**src/rtl/tt_stamp_pkg.sv**
```systemverilog
package tt_stamp_pkg;
    localparam int BYTE_W      = 8;
    localparam int STAMP_BYTES = 2;
    localparam int STAMP_W     = BYTE_W * STAMP_BYTES;
    localparam int DIR_CNT     = 2;   // index 0 receive, 1 transmit
    localparam int DIR_RX      = 0;
    localparam int DIR_TX      = 1;

    typedef logic [STAMP_W-1:0] stamp_t;

    typedef struct packed {
        stamp_t cnt;
    } base_state_t;

    typedef struct packed {
        stamp_t value;
    } cap_state_t;
endpackage

```
**src/rtl/tt_time_base.sv**
```systemverilog
module tt_time_base
    import tt_stamp_pkg::*;
(
    input  logic   clk,
    input  logic   rst_n,
    input  logic   enable,
    input  logic   tick,
    output stamp_t count
);
    base_state_t st_d, st_q;

    always_comb begin
        st_d = st_q;
        if (!enable) begin
            st_d.cnt = '0;
        end else if (tick) begin
            st_d.cnt = st_q.cnt + stamp_t'(1);
        end
    end

    always_ff @(posedge clk or negedge rst_n) begin
        if (!rst_n) begin
            st_q <= '0;
        end else begin
            st_q <= st_d;
        end
    end

    assign count = st_q.cnt;

    p_hold_zero_r1: assert property (@(posedge clk) disable iff (!rst_n)
        !enable |=> count == '0);

    p_step_r2: assert property (@(posedge clk) disable iff (!rst_n)
        (enable && tick && count != '1) |=> count == $past(count) + stamp_t'(1));

    p_idle_r2: assert property (@(posedge clk) disable iff (!rst_n)
        (enable && !tick) |=> $stable(count));

    p_wrap_r3: assert property (@(posedge clk) disable iff (!rst_n)
        (enable && tick && count == '1) |=> count == '0);
endmodule

```
**src/rtl/tt_capture_reg.sv**
```systemverilog
module tt_capture_reg
    import tt_stamp_pkg::*;
(
    input  logic   clk,
    input  logic   rst_n,
    input  logic   load,
    input  stamp_t sample,
    output stamp_t stamp
);
    cap_state_t st_d, st_q;

    always_comb begin
        st_d = st_q;
        if (load) begin
            st_d.value = sample;
        end
    end

    always_ff @(posedge clk or negedge rst_n) begin
        if (!rst_n) begin
            st_q <= '0;
        end else begin
            st_q <= st_d;
        end
    end

    assign stamp = st_q.value;

    p_load_r4: assert property (@(posedge clk) disable iff (!rst_n)
        load |=> stamp == $past(sample));

    p_keep_r6: assert property (@(posedge clk) disable iff (!rst_n)
        !load |=> $stable(stamp));
endmodule

```
**src/rtl/tt_payload_patch.sv**
```systemverilog
module tt_payload_patch
    import tt_stamp_pkg::*;
#(
    parameter int MAX_BYTES = 8,
    parameter int DLC_W     = 4,
    localparam int PAY_W    = MAX_BYTES * BYTE_W
) (
    input  logic [DLC_W-1:0] dlc,
    input  logic             insert,
    input  stamp_t           stamp,
    input  logic [PAY_W-1:0] pay_in,
    output logic [PAY_W-1:0] pay_out
);
    logic [DLC_W-1:0] eff_len;
    logic             active;
    logic [DLC_W-1:0] hi_idx, lo_idx;

    always_comb begin
        eff_len = (dlc > DLC_W'(MAX_BYTES)) ? DLC_W'(MAX_BYTES) : dlc;
        active  = insert && (eff_len >= DLC_W'(STAMP_BYTES));
        hi_idx  = eff_len - DLC_W'(2);
        lo_idx  = eff_len - DLC_W'(1);
        pay_out = pay_in;
        for (int k = 0; k < MAX_BYTES; k++) begin
            if (active && DLC_W'(k) == hi_idx) begin
                pay_out[k*BYTE_W +: BYTE_W] = stamp[STAMP_W-1 -: BYTE_W];
            end else if (active && DLC_W'(k) == lo_idx) begin
                pay_out[k*BYTE_W +: BYTE_W] = stamp[BYTE_W-1:0];
            end
        end
    end

    always_comb begin
        if (!insert || dlc < DLC_W'(STAMP_BYTES)) begin
            p_pass_r10: assert (pay_out == pay_in);
        end
    end
endmodule

```
**src/rtl/tt_stamp_unit.sv**
```systemverilog
module tt_stamp_unit
    import tt_stamp_pkg::*;
#(
    parameter int MAX_BYTES = 8,
    parameter int DLC_W     = 4,
    localparam int PAY_W    = MAX_BYTES * BYTE_W
) (
    input  logic              clk,
    input  logic              rst_n,
    input  logic              tt_en,
    input  logic              bit_tick,
    input  logic              sof_strobe,
    input  logic              sof_is_tx,
    input  logic [DLC_W-1:0]  tx_dlc,
    input  logic [PAY_W-1:0]  tx_payload_in,
    input  logic              tgt_req,
    output logic [BYTE_W-1:0] rx_stamp_hi,
    output logic [BYTE_W-1:0] rx_stamp_lo,
    output logic [BYTE_W-1:0] tx_stamp_hi,
    output logic [BYTE_W-1:0] tx_stamp_lo,
    output logic [PAY_W-1:0]  tx_payload_out
);
    stamp_t count;
    stamp_t stamps [DIR_CNT];
    logic   load_v [DIR_CNT];

    tt_time_base u_base (
        .clk    (clk),
        .rst_n  (rst_n),
        .enable (tt_en),
        .tick   (bit_tick),
        .count  (count)
    );

    for (genvar g = 0; g < DIR_CNT; g++) begin : g_dir
        assign load_v[g] = sof_strobe && ((g == DIR_TX) ? sof_is_tx : !sof_is_tx);

        tt_capture_reg u_cap (
            .clk    (clk),
            .rst_n  (rst_n),
            .load   (load_v[g]),
            .sample (count),
            .stamp  (stamps[g])
        );
    end

    assign rx_stamp_hi = stamps[DIR_RX][STAMP_W-1 -: BYTE_W];
    assign rx_stamp_lo = stamps[DIR_RX][BYTE_W-1:0];
    assign tx_stamp_hi = stamps[DIR_TX][STAMP_W-1 -: BYTE_W];
    assign tx_stamp_lo = stamps[DIR_TX][BYTE_W-1:0];

    tt_payload_patch #(
        .MAX_BYTES (MAX_BYTES),
        .DLC_W     (DLC_W)
    ) u_patch (
        .dlc     (tx_dlc),
        .insert  (tgt_req),
        .stamp   (stamps[DIR_TX]),
        .pay_in  (tx_payload_in),
        .pay_out (tx_payload_out)
    );

    p_rx_sel_r6: assert property (@(posedge clk) disable iff (!rst_n)
        (sof_strobe && sof_is_tx) |=> $stable(stamps[DIR_RX]));

    p_tx_sel_r6: assert property (@(posedge clk) disable iff (!rst_n)
        (sof_strobe && !sof_is_tx) |=> $stable(stamps[DIR_TX]));

    p_cap_pre_r5: assert property (@(posedge clk) disable iff (!rst_n)
        (sof_strobe && bit_tick && tt_en) |=> stamps[sof_is_tx ? DIR_TX : DIR_RX] == $past(count));
endmodule

```
**config.mk**
```make
export PLATFORM = sky130hd
export DESIGN_NAME = tt_stamp_unit
export DESIGN_NICKNAME = d
export VERILOG_FILES = /design/src/rtl/tt_stamp_pkg.sv /design/src/rtl/tt_time_base.sv /design/src/rtl/tt_capture_reg.sv /design/src/rtl/tt_payload_patch.sv /design/src/rtl/tt_stamp_unit.sv
export SDC_FILE = /design/constraint.sdc
export NUM_CORES = 1
export LEC_CHECK = 0
export BUFFER_PORTS_ARGS = -buffer_cell sky130_fd_sc_hd__buf_2
export CORE_ASPECT_RATIO = 1.5
export CORE_MARGIN = 5
export CORE_UTILIZATION = 35
export CTS_CLUSTER_DIAMETER = 80
export DETAILED_ROUTE_END_ITERATION = 12
export GPL_TIMING_DRIVEN = 0
export PLACE_DENSITY = 0.63
export SYNTH_ARGS = -nofsm -noshare
export SYNTH_HDL_FRONTEND = slang
export SYNTH_HIERARCHICAL = 1
export SYNTH_SLANG_ARGS = --single-unit
```
**constraint.sdc**
```tcl
create_clock -name clk -period 5.86 [get_ports clk]
set_input_delay 0.586 -clock clk [delete_from_list [all_inputs] [get_ports clk]]
set_output_delay 0.586 -clock clk [all_outputs]
set_load 0.01 [all_outputs]
```
======== Word level (Yosys, flattened, before mapping) ========
Index checks and enable logic that the tools add are counted.
word-level totals
  flip-flop bits (word level) ............. 48
  word-level logic and storage cells ...... 64
  input bits .............................. 75
operators by class
  multiplexer cells ....................... 19
  magnitude comparators ................... 2
  equal/unequal tests ..................... 15
  $add $sub $neg .......................... 3
  reduce and logical (&&, ||, !) cells .... 22
operators by type and width
  cell                                                                                 number
  8-bit two-way mux                                                                    16
  3-bit by 4-bit == test with 1-bit output, first input constant                       8
  16-bit two-way mux                                                                   2
  1-bit logical AND                                                                    19
  16-bit by 1-bit adder with 16-bit output, second input constant                      1
  2-bit by 4-bit == test with 1-bit output, first input constant                       4
  1-bit by 4-bit == test with 1-bit output, first input constant                       2
  4-bit logical NOT                                                                    2
  4-bit by 2-bit greater-or-equal comparator with 1-bit output, second input constant  1
  4-bit greater-than comparator, second input constant                                 1
  4-bit two-way mux                                                                    1
  4-bit by 1-bit subtractor with 4-bit output, second input constant                   1
  4-bit by 2-bit subtractor with 4-bit output, second input constant                   1
  2-bit by 1-bit inequality test with 1-bit output, second input constant              1
  1-bit logical NOT                                                                    1

======== Longest topological paths before layout ========
  depth in word-level cells ............... 7
  gate-level depth with buffers ........... 8
  mapped depth without buffers ............ 6

======== Hierarchy ========
The synthesis kept the hierarchy.
modules (own cells, without submodules)
  module            cells an instance  area an instance (um^2)  seq. area each (um^2)  times used
  tt_payload_patch  206                1,597.8                  0.0                    1
  tt_capture_reg    34                 649.4                    400.4                  2
  tt_time_base      81                 815.8                    400.4                  1
  tt_stamp_unit     2                  16.3                     0.0                    1

======== Least setup slack after synthesis ========
OpenSTA, ideal clock, no wires.
  path type ............................... input-to-output
  start point ............................. input tx_dlc[3]
  end point ............................... output tx_payload_out[48]
  setup slack ............................. 2.837 ns
  data required time ...................... 5.274 ns
  arrival time ............................ 2.437 ns
  cell stages on the path ................. 8
  cells stage by stage .................... nand2b_4 ha_1 buf_6 nor3b_1 or3b_1 buf_4 a21oi_4 mux2_4
between the ends
  cells in the longest elaborated chain, start to end .. 7
ends and longest elaborated chain
  element                                                                                                                      RTL line                                        RTL
  start: declaration                                                                                                           tt_stamp_unit.sv:14                             input logic [DLC_W-1:0] tx_dlc,
  4-bit greater-than comparator                                                                                                tt_payload_patch.sv:19                          eff_len = (dlc > DLC_W'(MAX_BYTES)) ? DLC_W'(MAX_BYTES) : dlc;
  4-bit two-way mux *                                                                                                          tt_payload_patch.sv:19
  4-bit by 1-bit subtractor with 4-bit output or 4-bit by 2-bit greater-or-equal comparator with 1-bit output (tied branches)  tt_payload_patch.sv:22, tt_payload_patch.sv:20
  3-bit by 4-bit == test with 1-bit output or 1-bit logical AND (tied branches)                                                tt_payload_patch.sv:27, tt_payload_patch.sv:20
  1-bit logical AND                                                                                                            tt_payload_patch.sv:27                          end else if (active && DLC_W'(k) == lo_idx) begin
  8-bit two-way mux                                                                                                            tt_payload_patch.sv:27
  8-bit two-way mux *                                                                                                          tt_payload_patch.sv:25                          if (active && DLC_W'(k) == hi_idx) begin
  end: declaration                                                                                                             tt_stamp_unit.sv:21                             output logic [PAY_W-1:0] tx_payload_out
Every way passes the cells marked *; elsewhere a longest branch is shown, timed or not.

======== Worst setup path in the final report ========
  start point ............................. input tx_dlc[3]
  end point ............................... output tx_payload_out[49]
The elaborated chain is that of the path after synthesis.

==> impl_metrics.csv <==
group,metric,value,unit
outcome,outcome,"finished clean",
clock_tree,clk_pin_slew_worst_paths,0.06,ns
floorplan,coreArea,10500,um^2
sta,hold_violations,0,
cells_and_area,multi_input_area,2360,um^2
setup_path,path_class,"in -> out",
setup_path,path_cells,"buf_2 -> nand2b_1 -> ha_1 -> buf_6 -> nor3b_1 -> or3b_1 -> buf_4 -> a21oi_4 -> mux2_4 -> buf_2",
drt,vias,3455,
clock_tree,cts_root_buf,"clkbuf_16",
setup_path,cp_max_fo,10,
clock_tree,post_cts.repair.setup_buffers,0,
cells_and_area,fin_area,4890,um^2
place,dp_hpwl,9690,um
setup_path,arrival,2.94,ns
sta,skew,0.00795,ns
clock_tree,cts_tree,"built",
setup_path,end_kind,"output port",
logic_synthesis,yosysTopAreaCell,"dfrtp_1",
logic_synthesis,yosys-top-cells-area,"dfrtp_1, mux2_4, mux2i_1",
drt,viasPerCell,5.10,
logic_synthesis,syn-num-nets,435,
pwr,power_density,163,nW/um^2
sta,finalSetupViolCount,0,
logic_synthesis,yosys_warnings,6,
global_routing,grtUsageTotal,18.8,%
job,cap_violations,0,
setup_path,critical_path_required,5.27,ns
clock_tree,clock_latency,0.29,ns
cells_and_area,layout-drive-gt1-share,51.4,%
hold_path,hold_path.class,"in -> async",
cells_and_area,n_antenna_cell,0,
logic_synthesis,synthFlopType,"dfrtp_1",
drt,drc,0,
sta,worstMarginPinSlew,1.06,ns
logic_synthesis,syn_avg_cell_area,10.4,um^2
sta,finalWorstPathRequiredPeriod,3.53,ns
drt,wl_per_cell,18.4,um
sta,grt_setup_unrepaired,"no",
clock_tree,ctsResizeCount,0,
logic_synthesis,syn_area,3730,um^2
logic_synthesis,synthCells,357,
logic_synthesis,synthArstFlopShare,100,%
sta,max_freq,284,MHz
global_routing,grt_overflow,0,
place,gp_routability_congestion,0.841,
clock_tree,cts.htree.levels,2,
clock_tree,cts_buffers,5,
place,dp_cells,670,
cells_and_area,nets,611,
sta,whs,0.485,ns
global_routing,grt_pass1_wl,18600,um
drt,ant_nets,0,
floorplan,die_w,94.3,um
sta,fin_crit_sh,60.2,%
clock_tree,clock-sinks,48,
floorplan,row_count,46,
setup_path,cpPeakStageDelay,0.37,ns
global_routing,grt_pass1_vias,3541,
cells_and_area,fillers,1036,
logic_synthesis,synth_cell_types,48,
floorplan,dieArea,12900,um^2
setup_path,crit_slowest_cell,"or3b_1",
pwr,p_leak,0.00270,uW
logic_synthesis,synth-seq-cells,48,
cells_and_area,syn_to_final_growth,31.1,%
global_routing,antenna_found_initial,0,
drt,drt_iter0_drc,118,
place,placed_area,4750,um^2
clock_tree,cts-hold-fix-buffers,0,
floorplan,ios,171,
pwr,peakVddDrop,0.149,mV
floorplan,die_y,136,um
drt,dr.pass1.iters,4,
place,port_buffers,169,
pwr,finalPower,798,uW
drt,finalWirelength,12500,um
floorplan,initial_core_util,35.4,%
cells_and_area,seq_area,1200,um^2
clock_tree,cts_buffer_depth,2,
setup_path,cp-start-kind,"input port",
sta,fin_tns_setup,0,ns
logic_synthesis,synth-seq-area-share,32.2,%
sta,maxSlewViolCount,0,
cells_and_area,stdcell_count,677,
global_routing,grt_max_degree,49,
sta,slew_headroom,29.5,%
logic_synthesis,synth_enable_flop_cells,0,
logic_synthesis,synth_top_area_share,32.2,%
setup_path,cpMostUsedCell,"buf_2",
-- stage by stage --
step | util [%] | setup WS, ns
floorplan | - | 2.84
global placement | 45.1 | 2.39
detailed placement | 45.1 | 2.37
CTS | 46.4 | 2.37
global route | 46.4 | 2.22
finish | 46.4 | 2.33
-- final cells by class --
cell class,count,area share (%)
Multi-Input combinational cell,284,48.2
Clock buffer,6,2.64
Inverter,2,0.154
Buffer,23,3.33
Sequential cell,48,24.6
Tap cell,144,3.69
Timing Repair Buffer,169,17.3
Clock inverter,1,0.102
-- state kept, by name (all words and copies together) (netlist names) --
name,flops
g_dir.u_cap/stamp,32
u_base/count,16
-- path summary, 6_finish.rpt --
check | start | endpoint | slack (ns) | depth (start not counted)
max reg2reg | u_base/count[0]$_DFFE_PN0P_ | u_base/count[14]$_DFFE_PN0P_ | 4.12 | 5
min | rst_n | g_dir[0].u_cap/stamp[10]$_DFFE_PN0P_ | 0.49 | 1
max in group asynchronous | rst_n | g_dir[1].u_cap/stamp[0]$_DFFE_PN0P_ | 4.72 | 1
min in group clk | g_dir[0].u_cap/stamp[2]$_DFFE_PN0P_ | g_dir[0].u_cap/stamp[2]$_DFFE_PN0P_ | 0.50 | 1
min reg2reg | g_dir[0].u_cap/stamp[2]$_DFFE_PN0P_ | g_dir[0].u_cap/stamp[2]$_DFFE_PN0P_ | 0.50 | 1
max | tx_dlc[3] | tx_payload_out[49] | 2.33 | 10
-- critical path: cells and delay by family --
family          cells  cell delay (ns)
fa+ha+maj           1             0.21
mux                 1             0.33
buf+inv             4             0.63
compound gates      1             0.37
simple gates        3             0.81
-- layout by cell type (no fill, tap or decap), types with 4 or more instances in the layout --
cell	instances
clkbuf_1	10
dfrtp_1	48
xor2_1	6
a21oi_1	31
nor2_1	32
clkbuf_16	5
nand2_1	23
buf_6	4
nand3_1	4
or3_1	7
o21ai_0	22
mux2_4	36
buf_2	172
mux2_2	36
mux2i_1	41
-- Yosys cell counts, types with 3 or more instances --
cell and count:
or4_1 3, clkbuf_1 9, a21oi_1 31, buf_6 4, or3_1 7, mux2i_1 41, o31ai_1 3, mux2_4 36
nand2_1 23, dfrtp_1 48, mux2_2 36, buf_2 3, o21ai_0 22, nand4_1 3, nand2b_1 3, nand3_1 4
xor2_1 6, nor2_1 32, ha_1 3
-- metal layers --
| layer | up-vias | wire length [um] | global-route usage [%] |
|---|---|---|---|
| met4 | 0 | 309 | 7.07 |
| met3 | 19 | 875 | 3.43 |
| li1 | 1639 | - | - |
| met2 | 145 | 6440 | 35.0 |
| met5 | - | 0 | 0 |
| met1 | 1652 | 4860 | 20.8 |
-- logic make-up after synthesis --
kind of cell	after synthesis	synth area share, %
compound gates	58	8.36
fa+ha+maj	3	1.01
flops	48	32.2
simple gates	103	15.8
buf+inv	25	4.56
xor+xnor	7	1.64
mux	113	36.4
-- where the power goes --
part | total [uW] | internal [uW] | switching [uW]
registers | 349 | 337 | 12.1
logic | 179 | 92.0 | 87.3
clock network | 270 | 155 | 115
(Power assumes the default switching activity.)
